$ cat src/rtl/diag_ctl_pkg.sv
package diag_ctl_pkg;

  localparam int REG_W    = 32;
  localparam int TRIG_BIT = 24;
  localparam int KEY_LSB  = 16;
  localparam int KEY_W    = 4;
  localparam int SEL_LSB  = 8;
  localparam int SEL_W    = 3;
  localparam int MODE_LSB = 0;
  localparam int MODE_W   = 3;

  typedef logic [KEY_W-1:0]  key_t;
  typedef logic [SEL_W-1:0]  sel_t;
  typedef logic [MODE_W-1:0] mode_t;

  localparam key_t  KEY_OPEN  = 4'h5;
  localparam key_t  KEY_RESET = 4'hA;
  localparam mode_t MODE_OFF  = 3'd0;
  localparam mode_t MODE_TAG  = 3'd5;
  localparam mode_t MODE_ECC  = 3'd7;

  // Mask of every bit that reads as zero (includes trigger)
  localparam logic [REG_W-1:0] FIELD_MASK =
      (REG_W'((1 << KEY_W) - 1) << KEY_LSB) |
      (REG_W'((1 << SEL_W) - 1) << SEL_LSB) |
      (REG_W'((1 << MODE_W) - 1) << MODE_LSB);
  localparam logic [REG_W-1:0] ZERO_MASK = ~FIELD_MASK;

  typedef struct packed {
    key_t  key;
    sel_t  sel;
    mode_t mode;
  } ctl_fields_t;

  function automatic logic fields_qualify(input key_t k, input mode_t m);
    return (k == KEY_OPEN) && ((m == MODE_TAG) || (m == MODE_ECC));
  endfunction

endpackage

$ cat src/rtl/diag_ctl_regs.sv
module diag_ctl_regs
  import diag_ctl_pkg::*;
(
  input  logic             clk,
  input  logic             rst_n,
  input  logic             reg_wr,
  input  logic             reg_priv,
  input  logic [REG_W-1:0] reg_wdata,
  output ctl_fields_t      fields_q,
  output ctl_fields_t      wr_fields,
  output logic             trig_req,
  output logic             wr_ok,
  output logic [REG_W-1:0] rdata
);

  ctl_fields_t fields_d;

  // Field slices of the incoming write
  always_comb begin
    wr_fields.key  = reg_wdata[KEY_LSB  +: KEY_W];
    wr_fields.sel  = reg_wdata[SEL_LSB  +: SEL_W];
    wr_fields.mode = reg_wdata[MODE_LSB +: MODE_W];
  end

  assign wr_ok    = reg_wr & reg_priv;
  assign trig_req = wr_ok & reg_wdata[TRIG_BIT];

  // Next state
  always_comb begin
    fields_d = fields_q;
    if (wr_ok) begin
      fields_d = wr_fields;
    end
  end

  // State register
  always_ff @(posedge clk or negedge rst_n) begin
    if (!rst_n) begin
      fields_q.key  <= KEY_RESET;
      fields_q.sel  <= '0;
      fields_q.mode <= MODE_OFF;
    end else if (wr_ok) begin
      fields_q <= fields_d;
    end
  end

  // Read view: trigger and unused positions stay zero
  always_comb begin
    rdata = '0;
    rdata[KEY_LSB  +: KEY_W]  = fields_q.key;
    rdata[SEL_LSB  +: SEL_W]  = fields_q.sel;
    rdata[MODE_LSB +: MODE_W] = fields_q.mode;
  end

endmodule

$ cat src/rtl/diag_ctl_arm.sv
module diag_ctl_arm
  import diag_ctl_pkg::*;
(
  input  logic        clk,
  input  logic        rst_n,
  input  ctl_fields_t fields_q,
  input  ctl_fields_t wr_fields,
  input  logic        trig_req,
  input  logic        acc_done,
  output logic        armed_q,
  output logic        active_q,
  output mode_t       act_mode_q,
  output sel_t        act_sel_q
);

  logic  qual_now;
  logic  trig_ok;
  logic  fire;
  logic  armed_d;
  logic  active_d;
  mode_t act_mode_d;
  sel_t  act_sel_d;

  // Trigger is judged on the values it writes; firing on stored values
  assign qual_now = fields_qualify(fields_q.key, fields_q.mode);
  assign trig_ok  = trig_req & fields_qualify(wr_fields.key, wr_fields.mode);
  assign fire     = armed_q & acc_done & qual_now;

  // Next state: a new trigger wins over consumption or disqualification
  always_comb begin
    armed_d = armed_q;
    if (trig_ok) begin
      armed_d = 1'b1;
    end else if (fire || !qual_now) begin
      armed_d = 1'b0;
    end
    active_d   = fire;
    act_mode_d = act_mode_q;
    act_sel_d  = act_sel_q;
    if (fire) begin
      act_mode_d = fields_q.mode;
      act_sel_d  = fields_q.sel;
    end
  end

  always_ff @(posedge clk or negedge rst_n) begin
    if (!rst_n) begin
      armed_q  <= 1'b0;
      active_q <= 1'b0;
    end else begin
      armed_q  <= armed_d;
      active_q <= active_d;
    end
  end

  // Captured strobe payload, enabled only on a firing access
  always_ff @(posedge clk or negedge rst_n) begin
    if (!rst_n) begin
      act_mode_q <= MODE_OFF;
      act_sel_q  <= '0;
    end else if (fire) begin
      act_mode_q <= act_mode_d;
      act_sel_q  <= act_sel_d;
    end
  end

endmodule

$ cat src/rtl/diag_ctl_dec.sv
module diag_ctl_dec
  import diag_ctl_pkg::*;
#(
  parameter int PORTA_BUFS = 2,
  parameter int PORTB_BUFS = 4
) (
  input  logic                  active,
  input  mode_t                 mode,
  input  sel_t                  sel,
  output logic [PORTA_BUFS-1:0] tag_sel_a,
  output logic [PORTB_BUFS-1:0] tag_sel_b,
  output logic                  flip_a,
  output logic                  flip_b,
  output mode_t                 mode_o,
  output sel_t                  sel_o
);

  localparam int PORTB_BASE = 1 << (SEL_W - 1);

  logic tag_en;
  logic ecc_en;

  assign tag_en = active && (mode == MODE_TAG);
  assign ecc_en = active && (mode == MODE_ECC);

  for (genvar ia = 0; ia < PORTA_BUFS; ia++) begin : g_tag_a
    assign tag_sel_a[ia] = tag_en && (sel == SEL_W'(ia));
  end

  for (genvar ib = 0; ib < PORTB_BUFS; ib++) begin : g_tag_b
    assign tag_sel_b[ib] = tag_en && (sel == SEL_W'(PORTB_BASE + ib));
  end

  assign flip_a = ecc_en && (sel == SEL_W'(0));
  assign flip_b = ecc_en && (sel == SEL_W'(PORTB_BASE));
  assign mode_o = active ? mode : MODE_OFF;
  assign sel_o  = active ? sel  : '0;

endmodule

$ cat src/rtl/diag_ctl_top.sv
module diag_ctl_top
  import diag_ctl_pkg::*;
#(
  parameter int PORTA_BUFS = 2,
  parameter int PORTB_BUFS = 4
) (
  input  logic                  clk,
  input  logic                  rst_n,
  input  logic                  reg_wr,
  input  logic                  reg_priv,
  input  logic [31:0]           reg_wdata,
  input  logic                  acc_done,
  output logic [31:0]           reg_rdata,
  output logic                  diag_armed,
  output logic                  diag_active,
  output logic [2:0]            diag_mode,
  output logic [2:0]            diag_sel,
  output logic [PORTA_BUFS-1:0] tag_sel_a,
  output logic [PORTB_BUFS-1:0] tag_sel_b,
  output logic                  flip_port_a,
  output logic                  flip_port_b
);

  ctl_fields_t fields_q;
  ctl_fields_t wr_fields;
  logic        trig_req;
  logic        wr_ok;
  mode_t       act_mode_q;
  sel_t        act_sel_q;
  logic        active_q;

  diag_ctl_regs u_regs (
    .clk       (clk),
    .rst_n     (rst_n),
    .reg_wr    (reg_wr),
    .reg_priv  (reg_priv),
    .reg_wdata (reg_wdata),
    .fields_q  (fields_q),
    .wr_fields (wr_fields),
    .trig_req  (trig_req),
    .wr_ok     (wr_ok),
    .rdata     (reg_rdata)
  );

  diag_ctl_arm u_arm (
    .clk        (clk),
    .rst_n      (rst_n),
    .fields_q   (fields_q),
    .wr_fields  (wr_fields),
    .trig_req   (trig_req),
    .acc_done   (acc_done),
    .armed_q    (diag_armed),
    .active_q   (active_q),
    .act_mode_q (act_mode_q),
    .act_sel_q  (act_sel_q)
  );

  diag_ctl_dec #(
    .PORTA_BUFS (PORTA_BUFS),
    .PORTB_BUFS (PORTB_BUFS)
  ) u_dec (
    .active    (active_q),
    .mode      (act_mode_q),
    .sel       (act_sel_q),
    .tag_sel_a (tag_sel_a),
    .tag_sel_b (tag_sel_b),
    .flip_a    (flip_port_a),
    .flip_b    (flip_port_b),
    .mode_o    (diag_mode),
    .sel_o     (diag_sel)
  );

  assign diag_active = active_q;

endmodule

$ cat config.mk
export PLATFORM = sky130hd
export DESIGN_NAME = diag_ctl_top
export DESIGN_NICKNAME = d
export VERILOG_FILES = /design/src/rtl/diag_ctl_pkg.sv /design/src/rtl/diag_ctl_regs.sv /design/src/rtl/diag_ctl_arm.sv /design/src/rtl/diag_ctl_dec.sv /design/src/rtl/diag_ctl_top.sv
export SDC_FILE = /design/constraint.sdc
export NUM_CORES = 1
export LEC_CHECK = 0
export BUFFER_PORTS_ARGS = -buffer_cell sky130_fd_sc_hd__buf_2
export CORE_MARGIN = 2
export CORE_UTILIZATION = 31
export DETAILED_ROUTE_END_ITERATION = 7
export MAX_ROUTING_LAYER = met4
export PLACE_DENSITY = 0.76
export SYNTH_ARGS = -nofsm -noshare
export SYNTH_HDL_FRONTEND = slang
export SYNTH_SLANG_ARGS = --single-unit
export TNS_END_PERCENT = 30
$ cat constraint.sdc
create_clock -name clk -period 1.65 [get_ports clk]
set_clock_uncertainty 0.15 [all_clocks]
set_input_delay 0.0825 -clock clk [delete_from_list [all_inputs] [get_ports clk]]
set_output_delay 0.0825 -clock clk [all_outputs]
set_load 0.01 [all_outputs]
==> out/metrics.yaml <==
status: "complete, but fails checks"
violations: "negative setup slack"
clkSinkCount: 18
hold_start: "reg_wdata[24]"
cts_buffers: 3
chipHeight_um: 60.83
synth.distinct_cells: 24
h-tree-depth: 1
p_leak_nw: 0.7084
die-area_um2: 3700
die_w_um: 60.83
postSynthAreaPerCell_um2: 11.37
via_count: 799
rrSetupSlack_ns: 0.15
initial_core_util_pct: 32.79
power_mw: 0.9581
dr_wl_met2_um: 1037
fmax_ghz: 0.5940
grt_antenna_before_repair: 0
path_clk_slew_ns: 0.10
synth_top_area_share_pct: 40.00
crit_fanout: 4
ys_seq_area_share_pct: 45.25
ir_drop_v: 0.0003892
path_cells: "nand3_4, or3_4, nor3_2, buf_2"
cpPeakStageDelay_ns: 0.41
timing.rr.end: "u_arm.act_sel_q[2]$_DFFE_PN0P_"
synth_warnings: 0
hold_path_depth: 4
grt_usage_pct: 12.59
fin_nets: 188
powerDensity_nw_per_um2: 683.7
antenna_left: 0
drive_gt1_share_pct: 56.67
mostFrequentLayoutCells: "buf_2, conb_1, mux2_2"
m1WireLength_um: 830
wl_per_cell_um: 10.75
synth_area_leaders: "dfrtp_1, buf_4, mux2_2, dfstp_2, and2_2"
gp_congestion: 0.6595
power_frac_clock_pct: 27.9
top_layer: "met4"
final_hold_viol_count: 0
drcViolationCount: 0
p_seq_share_pct: 53.2
grt_pass1_wl_um: 3305
finalWirelength_um: 2086
startpoint_type: "flip-flop"
synth_area_um2: 1001
r2r_cells: 3
critPathRequiredTime_ns: 1.42
hold_path_class: "in2reg"
syn_inst: 88
coreArea_um2: 3053
worstSetupEndpointType: "output pin"
drt_first_pass_iters: 4
layout_commonest_cell: "buf_2"
antenna_cells: 0
synth_top_cell_by_area: "dfrtp_1"
grt-ovfl-total: 0
port_buffers: 41
grt_pass1_vias: 724
wl_met3_um: 206
slowest_stage: "dfrtp_1"
post-route-period-util_pct: 102.0
rr_startpoint: "u_regs.fields_q[9]$_DFFE_PN1N_"
maxSlewViolCount: 0
grt_max_degree: 19
pin_count: 85
post-dp-hpwl_um: 1461
dp_slack_ns: 0.1549
ys_seq_elements: 18
combPwrFrac_pct: 18.8
min_period_ns: 1.683
root_buffer: "clkbuf_4"
rows: 20
clk_latency_ns: 0.29
worstHoldEndpoint: "u_arm.armed_q$_DFFE_PN0P_"
cts.path.max_buffers: 2
via_per_inst: 4.119
critPathKind: "reg2out"
syn_to_final_growth_pct: 40.00
drt-initial-drc-count: 16
switchingPower_mw: 0.2499
p_int_mw: 0.7082
cts_tree: "built"
switching_share_pct: 26.08
maxCapViolCount: 0
setup_violations: 2
finish.utilization_pct: 45.90
fin_ws_ns: -0.03349
critPathArrivalTime_ns: 1.45
rsz0062_at_grt: "true"
[critical path: cells and delay by family, from the launching register on]
family	cells	cell delay, ns
buffers and inverters	1	0.15
DFF	1	0.41
and+or+nand+nor	3	0.61
[Yosys cell counts]
master     count
or2_2          2
nor2_4         1
mux2_2        14
or3_4          1
nor3b_2        1
buf_4         22
and2_2         6
or4_1          1
nand2_1        3
inv_1          1
o21ai_0        1
conb_1         1
dfrtp_1       16
nand3_2        1
nand4b_1       1
dfstp_2        2
nor4b_1        1
buf_2          1
nand4bb_1      1
nor2_1         3
nand4_1        2
nor4_1         1
nor3_1         3
nand2b_1       2
[sequential cells by signal, summed over array words and instances (netlist names)]
name / cells
u_arm.act_mode_q: 3
u_arm.act_sel_q: 3
u_arm.active_q: 1
u_arm.armed_q: 1
u_regs.fields_q: 10
[metal layers]
metal  global-route usage (%)  up-vias
li1                         -      377
met2                    21.35       56
met5                        -        -
met3                    2.132        2
met4                    4.658        0
met1                    14.93      364
[logic make-up (layout without fill, tap and decap cells)]
logic type / after synthesis / count (layout) / share of synthesized area, %
buffers and inverters: 24 / 65 / 17.37
flip-flops: 18 / 18 / 45.25
AO/OA/AOI/OAI: 1 / 1 / 0.4995
multiplexers: 14 / 14 / 15.75
other: 1 / 22 / 0.3746
AND/OR/NAND/NOR: 30 / 30 / 20.75
[per-stage QoR]
| stage | instances | area, um^2 | setup TNS (ns) | hold WS, ns |
|---|---|---|---|---|
| floorplan | 109 | 1080 | 0 | -0.3631 |
| global placement | 172 | 1177 | 0 | -0.1216 |
| detailed placement | 172 | 1177 | 0 | -0.1198 |
| CTS | 193 | 1380 | -0.05012 | 0.001287 |
| global route | 194 | 1401 | -0.4311 | 0.02409 |
| finish | 194 | 1401 | -0.05689 | 0.01363 |
[timing repair]
| action | in CTS | in global routing |
|---|---|---|
| hold buffers | 12 | 0 |
| pin swaps | 0 | 2 |
| endpoints found under the setup margin | 4 | 7 |
| endpoints found under the hold margin | 30 | 0 |
| setup buffers | 5 | 1 |
| resized for setup | 2 | 4 |
[final cells by class]
type	instances	area, um^2
Clock buffer	4	36.28
Fill cell	308	1652
Inverter	1	3.754
Multi-Input combinational cell	67	471.7
Sequential cell	18	456.7
Tap cell	44	55.05
Timing Repair Buffer	60	377.9
[worst max-delay path by stage]
| stage | startpoint | cells after the start | slack, ns | endpoint |
|---|---|---|---|---|
| final | u_arm.act_mode_q[2]$_DFFE_PN0P_ | 4 | -0.03 | tag_sel_b[0] |
| after global routing | u_arm.act_mode_q[2]$_DFFE_PN0P_ | 4 | -0.12 | tag_sel_b[2] |
| after CTS | u_arm.act_mode_q[2]$_DFFE_PN0P_ | 4 | -0.04 | tag_sel_b[2] |
| after detailed placement | u_regs.fields_q[9]$_DFFE_PN1N_ | 3 | 0.15 | u_arm.act_mode_q[1]$_DFFE_PN0P_ |
| after global placement | u_regs.fields_q[9]$_DFFE_PN1N_ | 3 | 0.18 | u_arm.act_sel_q[1]$_DFFE_PN0P_ |
| after floorplan | u_arm.active_q$_DFF_PN0_ | 3 | 0.22 | tag_sel_b[0] |
[power groups by stage]
stage	combinational (mW)	sequential, mW	clock (mW)
after global placement	0.156	0.518	0
after global routing	0.201	0.517	0.301
after detailed placement	0.158	0.519	0
final	0.181	0.510	0.267
after floorplan	0.107	0.533	0
after CTS	0.181	0.510	0.275
No activity file was read; power rests on OpenSTA's default activity.
